**src/rtl/rxs_pkg.sv**
```systemverilog
package rxs_pkg;
   typedef struct packed {
      logic rerr;
      logic runt;
      logic mcast;
      logic wdog;
      logic ovr;
      logic align;
      logic crc_err;
      logic full;
   } rxs_status_t;
endpackage

```
**src/rtl/rxs_len_count.sv**
```systemverilog
module rxs_len_count #(
   parameter int MAX_BYTES  = 2048,
   parameter int RUNT_LONG  = 64,
   parameter int RUNT_SHORT = 60
) (
   input  logic clk,
   input  logic rst_n,
   input  logic clr,
   input  logic nib_valid,
   input  logic runt_sel,
   output logic odd,
   output logic giant,
   output logic runt
);
   localparam int SAT_NIBS = 2 * MAX_BYTES + 2;
   localparam int CNT_W    = $clog2(SAT_NIBS + 1);

   logic [CNT_W-1:0] nib_cnt;
   logic             parity;
   logic [CNT_W-2:0] byte_cnt;
   logic [CNT_W-2:0] thr;

   always_ff @(posedge clk or negedge rst_n) begin
      if (!rst_n) begin
         nib_cnt <= '0;
         parity  <= 1'b0;
      end else if (clr) begin
         nib_cnt <= '0;
         parity  <= 1'b0;
      end else if (nib_valid) begin
         parity <= ~parity;
         if (nib_cnt != CNT_W'(SAT_NIBS))
            nib_cnt <= nib_cnt + 1'b1;
      end
   end

   assign byte_cnt = nib_cnt[CNT_W-1:1];
   assign thr      = runt_sel ? (CNT_W-1)'(RUNT_SHORT) : (CNT_W-1)'(RUNT_LONG);
   assign odd      = parity;
   assign giant    = nib_cnt >= CNT_W'(SAT_NIBS);
   assign runt     = byte_cnt < thr;
endmodule

```
**src/rtl/rxs_first_nib.sv**
```systemverilog
module rxs_first_nib (
   input  logic       clk,
   input  logic       rst_n,
   input  logic       clr,
   input  logic       nib_valid,
   input  logic [3:0] nib_data,
   output logic       mcast
);
   logic pending;

   always_ff @(posedge clk or negedge rst_n) begin
      if (!rst_n) begin
         pending <= 1'b0;
         mcast   <= 1'b0;
      end else if (clr) begin
         pending <= 1'b1;
         mcast   <= 1'b0;
      end else if (nib_valid && pending) begin
         pending <= 1'b0;
         mcast   <= nib_data[0];
      end
   end
endmodule

```
**src/rtl/rxs_status_reg.sv**
```systemverilog
module rxs_status_reg
   import rxs_pkg::*;
(
   input  logic        clk,
   input  logic        rst_n,
   input  logic        clr,
   input  logic        frm_end,
   input  logic        crc_ok,
   input  logic        fifo_ovr,
   input  logic        buf_full,
   input  logic        pass_bad,
   input  logic        odd,
   input  logic        giant,
   input  logic        runt,
   input  logic        mcast,
   output logic        stat_valid,
   output rxs_status_t status_q,
   output logic        accept_q,
   output logic        irq_rx_q,
   output logic        irq_err_q
);
   logic        ovr_seen, full_seen;
   rxs_status_t st_d;
   logic        acc_d;

   always_ff @(posedge clk or negedge rst_n) begin
      if (!rst_n) begin
         ovr_seen  <= 1'b0;
         full_seen <= 1'b0;
      end else if (clr) begin
         ovr_seen  <= fifo_ovr;
         full_seen <= buf_full;
      end else begin
         if (fifo_ovr) ovr_seen  <= 1'b1;
         if (buf_full) full_seen <= 1'b1;
      end
   end

   always_comb begin
      st_d.full    = full_seen | buf_full;
      st_d.crc_err = ~crc_ok;
      st_d.align   = odd;
      st_d.ovr     = ovr_seen | fifo_ovr;
      st_d.wdog    = giant;
      st_d.mcast   = mcast;
      st_d.runt    = runt;
      st_d.rerr    = st_d.crc_err | st_d.align | st_d.ovr | st_d.wdog;
      acc_d        = ~st_d.full & (pass_bad | (~st_d.rerr & ~st_d.runt));
   end

   always_ff @(posedge clk or negedge rst_n) begin
      if (!rst_n) begin
         stat_valid <= 1'b0;
         status_q   <= '0;
         accept_q   <= 1'b0;
         irq_rx_q   <= 1'b0;
         irq_err_q  <= 1'b0;
      end else begin
         stat_valid <= frm_end;
         accept_q   <= frm_end & acc_d;
         irq_rx_q   <= frm_end & acc_d;
         irq_err_q  <= frm_end & (st_d.ovr | st_d.wdog);
         if (frm_end) status_q <= st_d;
      end
   end
endmodule

```
**src/rtl/rx_frame_status.sv**
```systemverilog
module rx_frame_status
   import rxs_pkg::*;
#(
   parameter int MAX_BYTES  = 2048,
   parameter int RUNT_LONG  = 64,
   parameter int RUNT_SHORT = 60,
   parameter bit MCAST_EN   = 1'b1
) (
   input  logic       clk,
   input  logic       rst_n,
   input  logic       frm_start,
   input  logic       nib_valid,
   input  logic [3:0] nib_data,
   input  logic       frm_end,
   input  logic       crc_ok,
   input  logic       fifo_ovr,
   input  logic       buf_full,
   input  logic       pass_bad,
   input  logic       runt_sel,
   output logic       stat_valid,
   output logic [7:0] last_status,
   output logic       frm_accept,
   output logic       irq_rx,
   output logic       irq_err
);
   logic        odd, giant, runt, mcast;
   rxs_status_t st_q;

   if (RUNT_SHORT > RUNT_LONG) begin : g_bad_runt
      $error("RUNT_SHORT must not exceed RUNT_LONG");
   end
   if (MAX_BYTES <= RUNT_LONG) begin : g_bad_max
      $error("MAX_BYTES must exceed RUNT_LONG");
   end

   rxs_len_count #(
      .MAX_BYTES (MAX_BYTES),
      .RUNT_LONG (RUNT_LONG),
      .RUNT_SHORT(RUNT_SHORT)
   ) u_len (
      .clk      (clk),
      .rst_n    (rst_n),
      .clr      (frm_start),
      .nib_valid(nib_valid),
      .runt_sel (runt_sel),
      .odd      (odd),
      .giant    (giant),
      .runt     (runt)
   );

   if (MCAST_EN) begin : g_mcast
      rxs_first_nib u_first (
         .clk      (clk),
         .rst_n    (rst_n),
         .clr      (frm_start),
         .nib_valid(nib_valid),
         .nib_data (nib_data),
         .mcast    (mcast)
      );
   end else begin : g_no_mcast
      assign mcast = 1'b0;
   end

   rxs_status_reg u_stat (
      .clk       (clk),
      .rst_n     (rst_n),
      .clr       (frm_start),
      .frm_end   (frm_end),
      .crc_ok    (crc_ok),
      .fifo_ovr  (fifo_ovr),
      .buf_full  (buf_full),
      .pass_bad  (pass_bad),
      .odd       (odd),
      .giant     (giant),
      .runt      (runt),
      .mcast     (mcast),
      .stat_valid(stat_valid),
      .status_q  (st_q),
      .accept_q  (frm_accept),
      .irq_rx_q  (irq_rx),
      .irq_err_q (irq_err)
   );

   assign last_status = st_q;
endmodule

```
**config.mk**
```make
export PLATFORM = sky130hd
export DESIGN_NAME = rx_frame_status
export DESIGN_NICKNAME = d
export VERILOG_FILES = /design/src/rtl/rxs_pkg.sv /design/src/rtl/rxs_len_count.sv /design/src/rtl/rxs_first_nib.sv /design/src/rtl/rxs_status_reg.sv /design/src/rtl/rx_frame_status.sv
export SDC_FILE = /design/constraint.sdc
export NUM_CORES = 1
export LEC_CHECK = 0
export BUFFER_PORTS_ARGS = -buffer_cell sky130_fd_sc_hd__buf_2
export CAP_MARGIN = 0
export CELL_PAD_IN_SITES_DETAIL_PLACEMENT = 0
export CELL_PAD_IN_SITES_GLOBAL_PLACEMENT = 1
export CORE_ASPECT_RATIO = 1.75
export CORE_MARGIN = 1.5
export CORE_UTILIZATION = 42
export DETAILED_ROUTE_END_ITERATION = 6
export PLACE_DENSITY = 0.79
export SETUP_SLACK_MARGIN = 0.3
export SLEW_MARGIN = 20
export SYNTH_ARGS = -nofsm -noshare
export SYNTH_HDL_FRONTEND = slang
export SYNTH_SLANG_ARGS = --single-unit
```
**constraint.sdc**
```tcl
create_clock -name clk -period 2.6 [get_ports clk]
set_clock_uncertainty 0.15 [all_clocks]
set_input_delay 0.26 -clock clk [delete_from_list [all_inputs] [get_ports clk]]
set_output_delay 0.26 -clock clk [all_outputs]
set_load 0.02 [all_outputs]
```
# Word level (Yosys, flattened, before mapping)
# Index checks and enable logic that the tools add are counted.
# word_totals
regBits	29
mem_bits_rw	0
out_inout_bits	12
input_bits	14
rom_bits	0
mem_count	0
latchBits	0
# classes
bitwise	16
eq_ne	1
div_mod_pow	0
mux	14
multipliers	0
reduce_logical	7
magnitude_cmp	2
n_shift	0
addsub	1
# ops
op	count
$mux 13	3
$add 13x1->13 const B	1
$ge 13x13->1 const B	1
$ne 13x13->1 const B	1
$lt 12x12->1	1
$mux 1	10
$reduce_bool 2->1	5
$mux 7	1
$or 1x1->1	7
$not 1->1	5
$and 1x1->1	4
$reduce_and 2->1	1
$logic_and 1x1->1	1

# Logic depth before layout (Yosys ltp)
# logic_depth
depth_word	9
ltp_mapped	6
mapped_depth_nobuf	6

# Cells and area by module
# From an unflattened synthesis, not the netlist that was laid out.
# unflattened
cells_unflattened	137
hier_area_um2	1483.9
# by_module_without_submodules
module	cells_each	seq_area_each_um2	instances	area_each_um2
rxs_len_count	91	350.3	1	893.4
rxs_status_reg	39	325.3	1	505.5
rxs_first_nib	7	50.0	1	85.1

# Least setup slack after synthesis
# Ideal clock, no wire load.
# synth_timing
kind	flip-flop to flip-flop
from	reg u_len.nib_cnt[0]
to	reg u_len.nib_cnt[8]
setup_ns	0.120
setup_slack_ns	0.775
synth_period_minus_slack_ns	1.825
path_buffers	0
path_stages_with_launch	7
t_arrival_ns	1.555
cell_sequence	dfrtp_1 inv_1 ha_1 and2_2 a41oi_1 a21oi_1 a31o_2
# synth_between
elab_chain_len	4
# synth_rtl
element	line	rtl
from (decl)	rxs_len_count.sv:18	logic [CNT_W-1:0] nib_cnt;
from (signal assigned)	rxs_len_count.sv:33	nib_cnt <= nib_cnt + 1'b1;
$add 13x1->13	rxs_len_count.sv:33	
$mux 13	rxs_len_count.sv:32	if (nib_cnt != CNT_W'(SAT_NIBS))
$mux 13	rxs_len_count.sv:30	end else if (nib_valid) begin
$mux 13	rxs_len_count.sv:27	end else if (clr) begin
# Several ways; a longest one is shown, not always the timed one. The select of a mux whose other input is x is not followed.
# A chain may end at the register's enable or synchronous reset.

# Final worst setup path
# Ends and elaborated chain as after synthesis.

==> impl_metrics.ini <==
[sta]
grt_setup_unrepaired = no
max-slew-margin-rel_pct = 55.3
clock.fmax_ghz = 0.488
tightest_slew_ps = 662
hold_viol = 0
fin_ws_ps = 550
setup_viol = 0
slew_violations = 0
finalCritPeriodShare_pct = 78.8
period_needed_ps = 2050
holdWs_ps = 38.2
fin_tns_setup_ps = 0

[grt]
overflow = 0
grt_pass1_wl_mm = 4.66
grt_max_degree = 30
antenna_found_initial = 0
first_global_vias = 1073
grt_usage_pct = 17.1

[pwr]
comb_power_share_pct = 9.5
clockPowerShare_pct = 40.9
p_seq_share_pct = 49.6
power_density_nw_per_um2 = 579
swShare_pct = 23.7
peakVddDrop_mv = 0.286
p_leak_nw = 0.769
p_int_mw = 0.745
p_sw_mw = 0.232

[cts]
clock_path_buffers = 2
postCtsSetupBuffers = 0
h-tree-depth = 2
cts_tree = yes
numCtsBuffers = 5
clock_latency_ps = 280
clk_pin_slew_ps = 60
root_buffer = clkbuf_8
hold_buffers = 1
clock_sinks = 29
cts_resized = 0

[die]
placementRows = 28
die_h_um = 82.0
initial_utilization_pct = 44.0
die_x_um = 48.1
io_pins = 26
die_area_um2 = 3940
core-area_um2 = 3400

[worst_setup_path]
end_kind = flop
crit_fanout = 7
cp.arrival_ps = 2070
rrSetupSlack_ps = 550
path_class = flop to flop
crit_required_ps = 2620
startpoint_type = flop

[drt]
firstDrtPassIters = 4
drtAntennaViolNets = 0
wl_per_cell_um = 13.9
drc = 0
finalWirelength_mm = 2.94
vias = 1138
vias_per_cell = 5.39
drt_iter0_drc = 20

[yosys]
ys.flop_type = dfrtp_1
synth.distinct_cells = 40
synth_fp_nets = 162
syn_inst = 142
async_flop_share_pct = 100
synth_seq_cells = 29
yosysWarnings = 0
syn_area_um2 = 1500
syn_area_per_cell_um2 = 10.5
synth-seq-area-share_pct = 48.5
synth_edf_count = 0

[finish]
num_antenna_cells = 0
final_common_cell = dfrtp_1
layout_common_cells = dfrtp_1, buf_2, nor2_1
final_util_pct = 49.7
drive_gt1_share_pct = 25.3
area_growth_pct = 12.8
nNetsFinal = 185

[place]
port_buffers = 22
routabilityCongestion = 0.763
hpwlAfterDp_mm = 2.24
dp_worst_setup_slack_ps = 559

[job]
maxCapViolations = 0

[run_status]
status = finished clean

[worst_hold_path]
worst_hold_path_type = input port to flop
==> logic make-up after synthesis <==
group | Yosys count | synth area share (%)
AO/OA/AOI/OAI | 22 | 9.62
XOR/XNOR | 9 | 5.27
adder cells (fa/ha/maj) | 6 | 5.02
buffers and inverters | 14 | 7.53
flip-flops | 29 | 48.5
multiplexers | 6 | 4.43
AND/OR/NAND/NOR | 56 | 19.6
==> layout make-up <==
class / instances / area [um2]
Inverter: 7 / 26.3
Clock inverter: 1 / 5.00
Timing Repair Buffer: 23 / 120
Sequential cell: 29 / 726
Multi-Input combinational cell: 99 / 658
Tap cell: 45 / 56.3
Clock buffer: 7 / 96.3
Fill cell: 342 / 1710
==> metal layers <==
metal	up-vias	routed length, um	GRT usage, %	share of wire (%)
met4	0	43	7.30	1.5
met2	29	1710	30.7	58
met5	-	0	0	0
li1	541	-	-	-
met3	5	93	5.27	3.2
met1	563	1090	16.8	37
==> state kept, by name, summed over array words and instances, names as in the netlist <==
register and flops:
u_stat.irq_err_q 1, u_len.nib_cnt 13, g_mcast.u_first.pending 1, g_mcast.u_first.mcast 1, u_stat.ovr_seen 1, u_len.odd 1, u_stat.status_q 8, u_stat.full_seen 1
u_stat.accept_q 1, u_stat.stat_valid 1
==> stage by stage <==
step                area [um2]  total power [mW]  instances
finish                    1690             0.976        211
global placement          1580             0.581        202
floorplan                 1500             0.549        142
global route              1690              1.03        211
CTS                       1690             0.995        211
detailed placement        1580             0.586        202
==> synth_stat cells (2+ instances only) <==
cell type  number  area [um2]
ha_1            6        75.1
a21o_1          3        22.5
inv_1           7        26.3
mux2_2          5        56.3
a21oi_1         7        35.0
clkbuf_8        2        27.5
or3_1           2        12.5
xor2_1          5        43.8
a41oi_1         2        17.5
nor3_1          2        10.0
dfrtp_1        29         726
clkbuf_1        2        7.51
nand4_1         4        25.0
and2_1          2        12.5
nand2_1        10        37.5
nand3_1         6        30.0
nor2_1         19        71.3
nor4_1          2        12.5
o21ai_0         3        15.0
xnor2_1         4        35.0
==> worst max-delay path: stages, from the launching register on <==
cell and delay [ps]:
dfrtp_1 410, inv_1 60, ha_1 200, and2_2 160
a41oi_1 560, a21oi_1 150, a31o_2 240
==> power groups by stage <==
stage / Combinational (mW) / Clock [mW] / Sequential [mW]
2_1_floorplan: 0.0455 / 0 / 0.503
3_3_place_gp: 0.0902 / 0 / 0.491
3_5_place_dp: 0.0932 / 0 / 0.493
4_1_cts: 0.0947 / 0.415 / 0.485
5_1_grt: 0.104 / 0.439 / 0.487
6_report: 0.0930 / 0.399 / 0.484
==> worst paths after layout <==
| kind | start | to | cells after the start |
|---|---|---|---|
| max | u_len.nib_cnt[0] | u_len.nib_cnt[8] | 6 |
| min | buf_full | u_stat.full_seen | 2 |
| max reg2reg | u_len.nib_cnt[0] | u_len.nib_cnt[8] | 6 |
| min reg2reg | u_stat.status_q[4] | u_stat.status_q[4] | 1 |
| max in group asynchronous | rst_n | u_stat.status_q[4] | 2 |
| min in group asynchronous | rst_n | u_stat.status_q[6] | 2 |
Note: power is estimated with default switching activity, not from simulation.
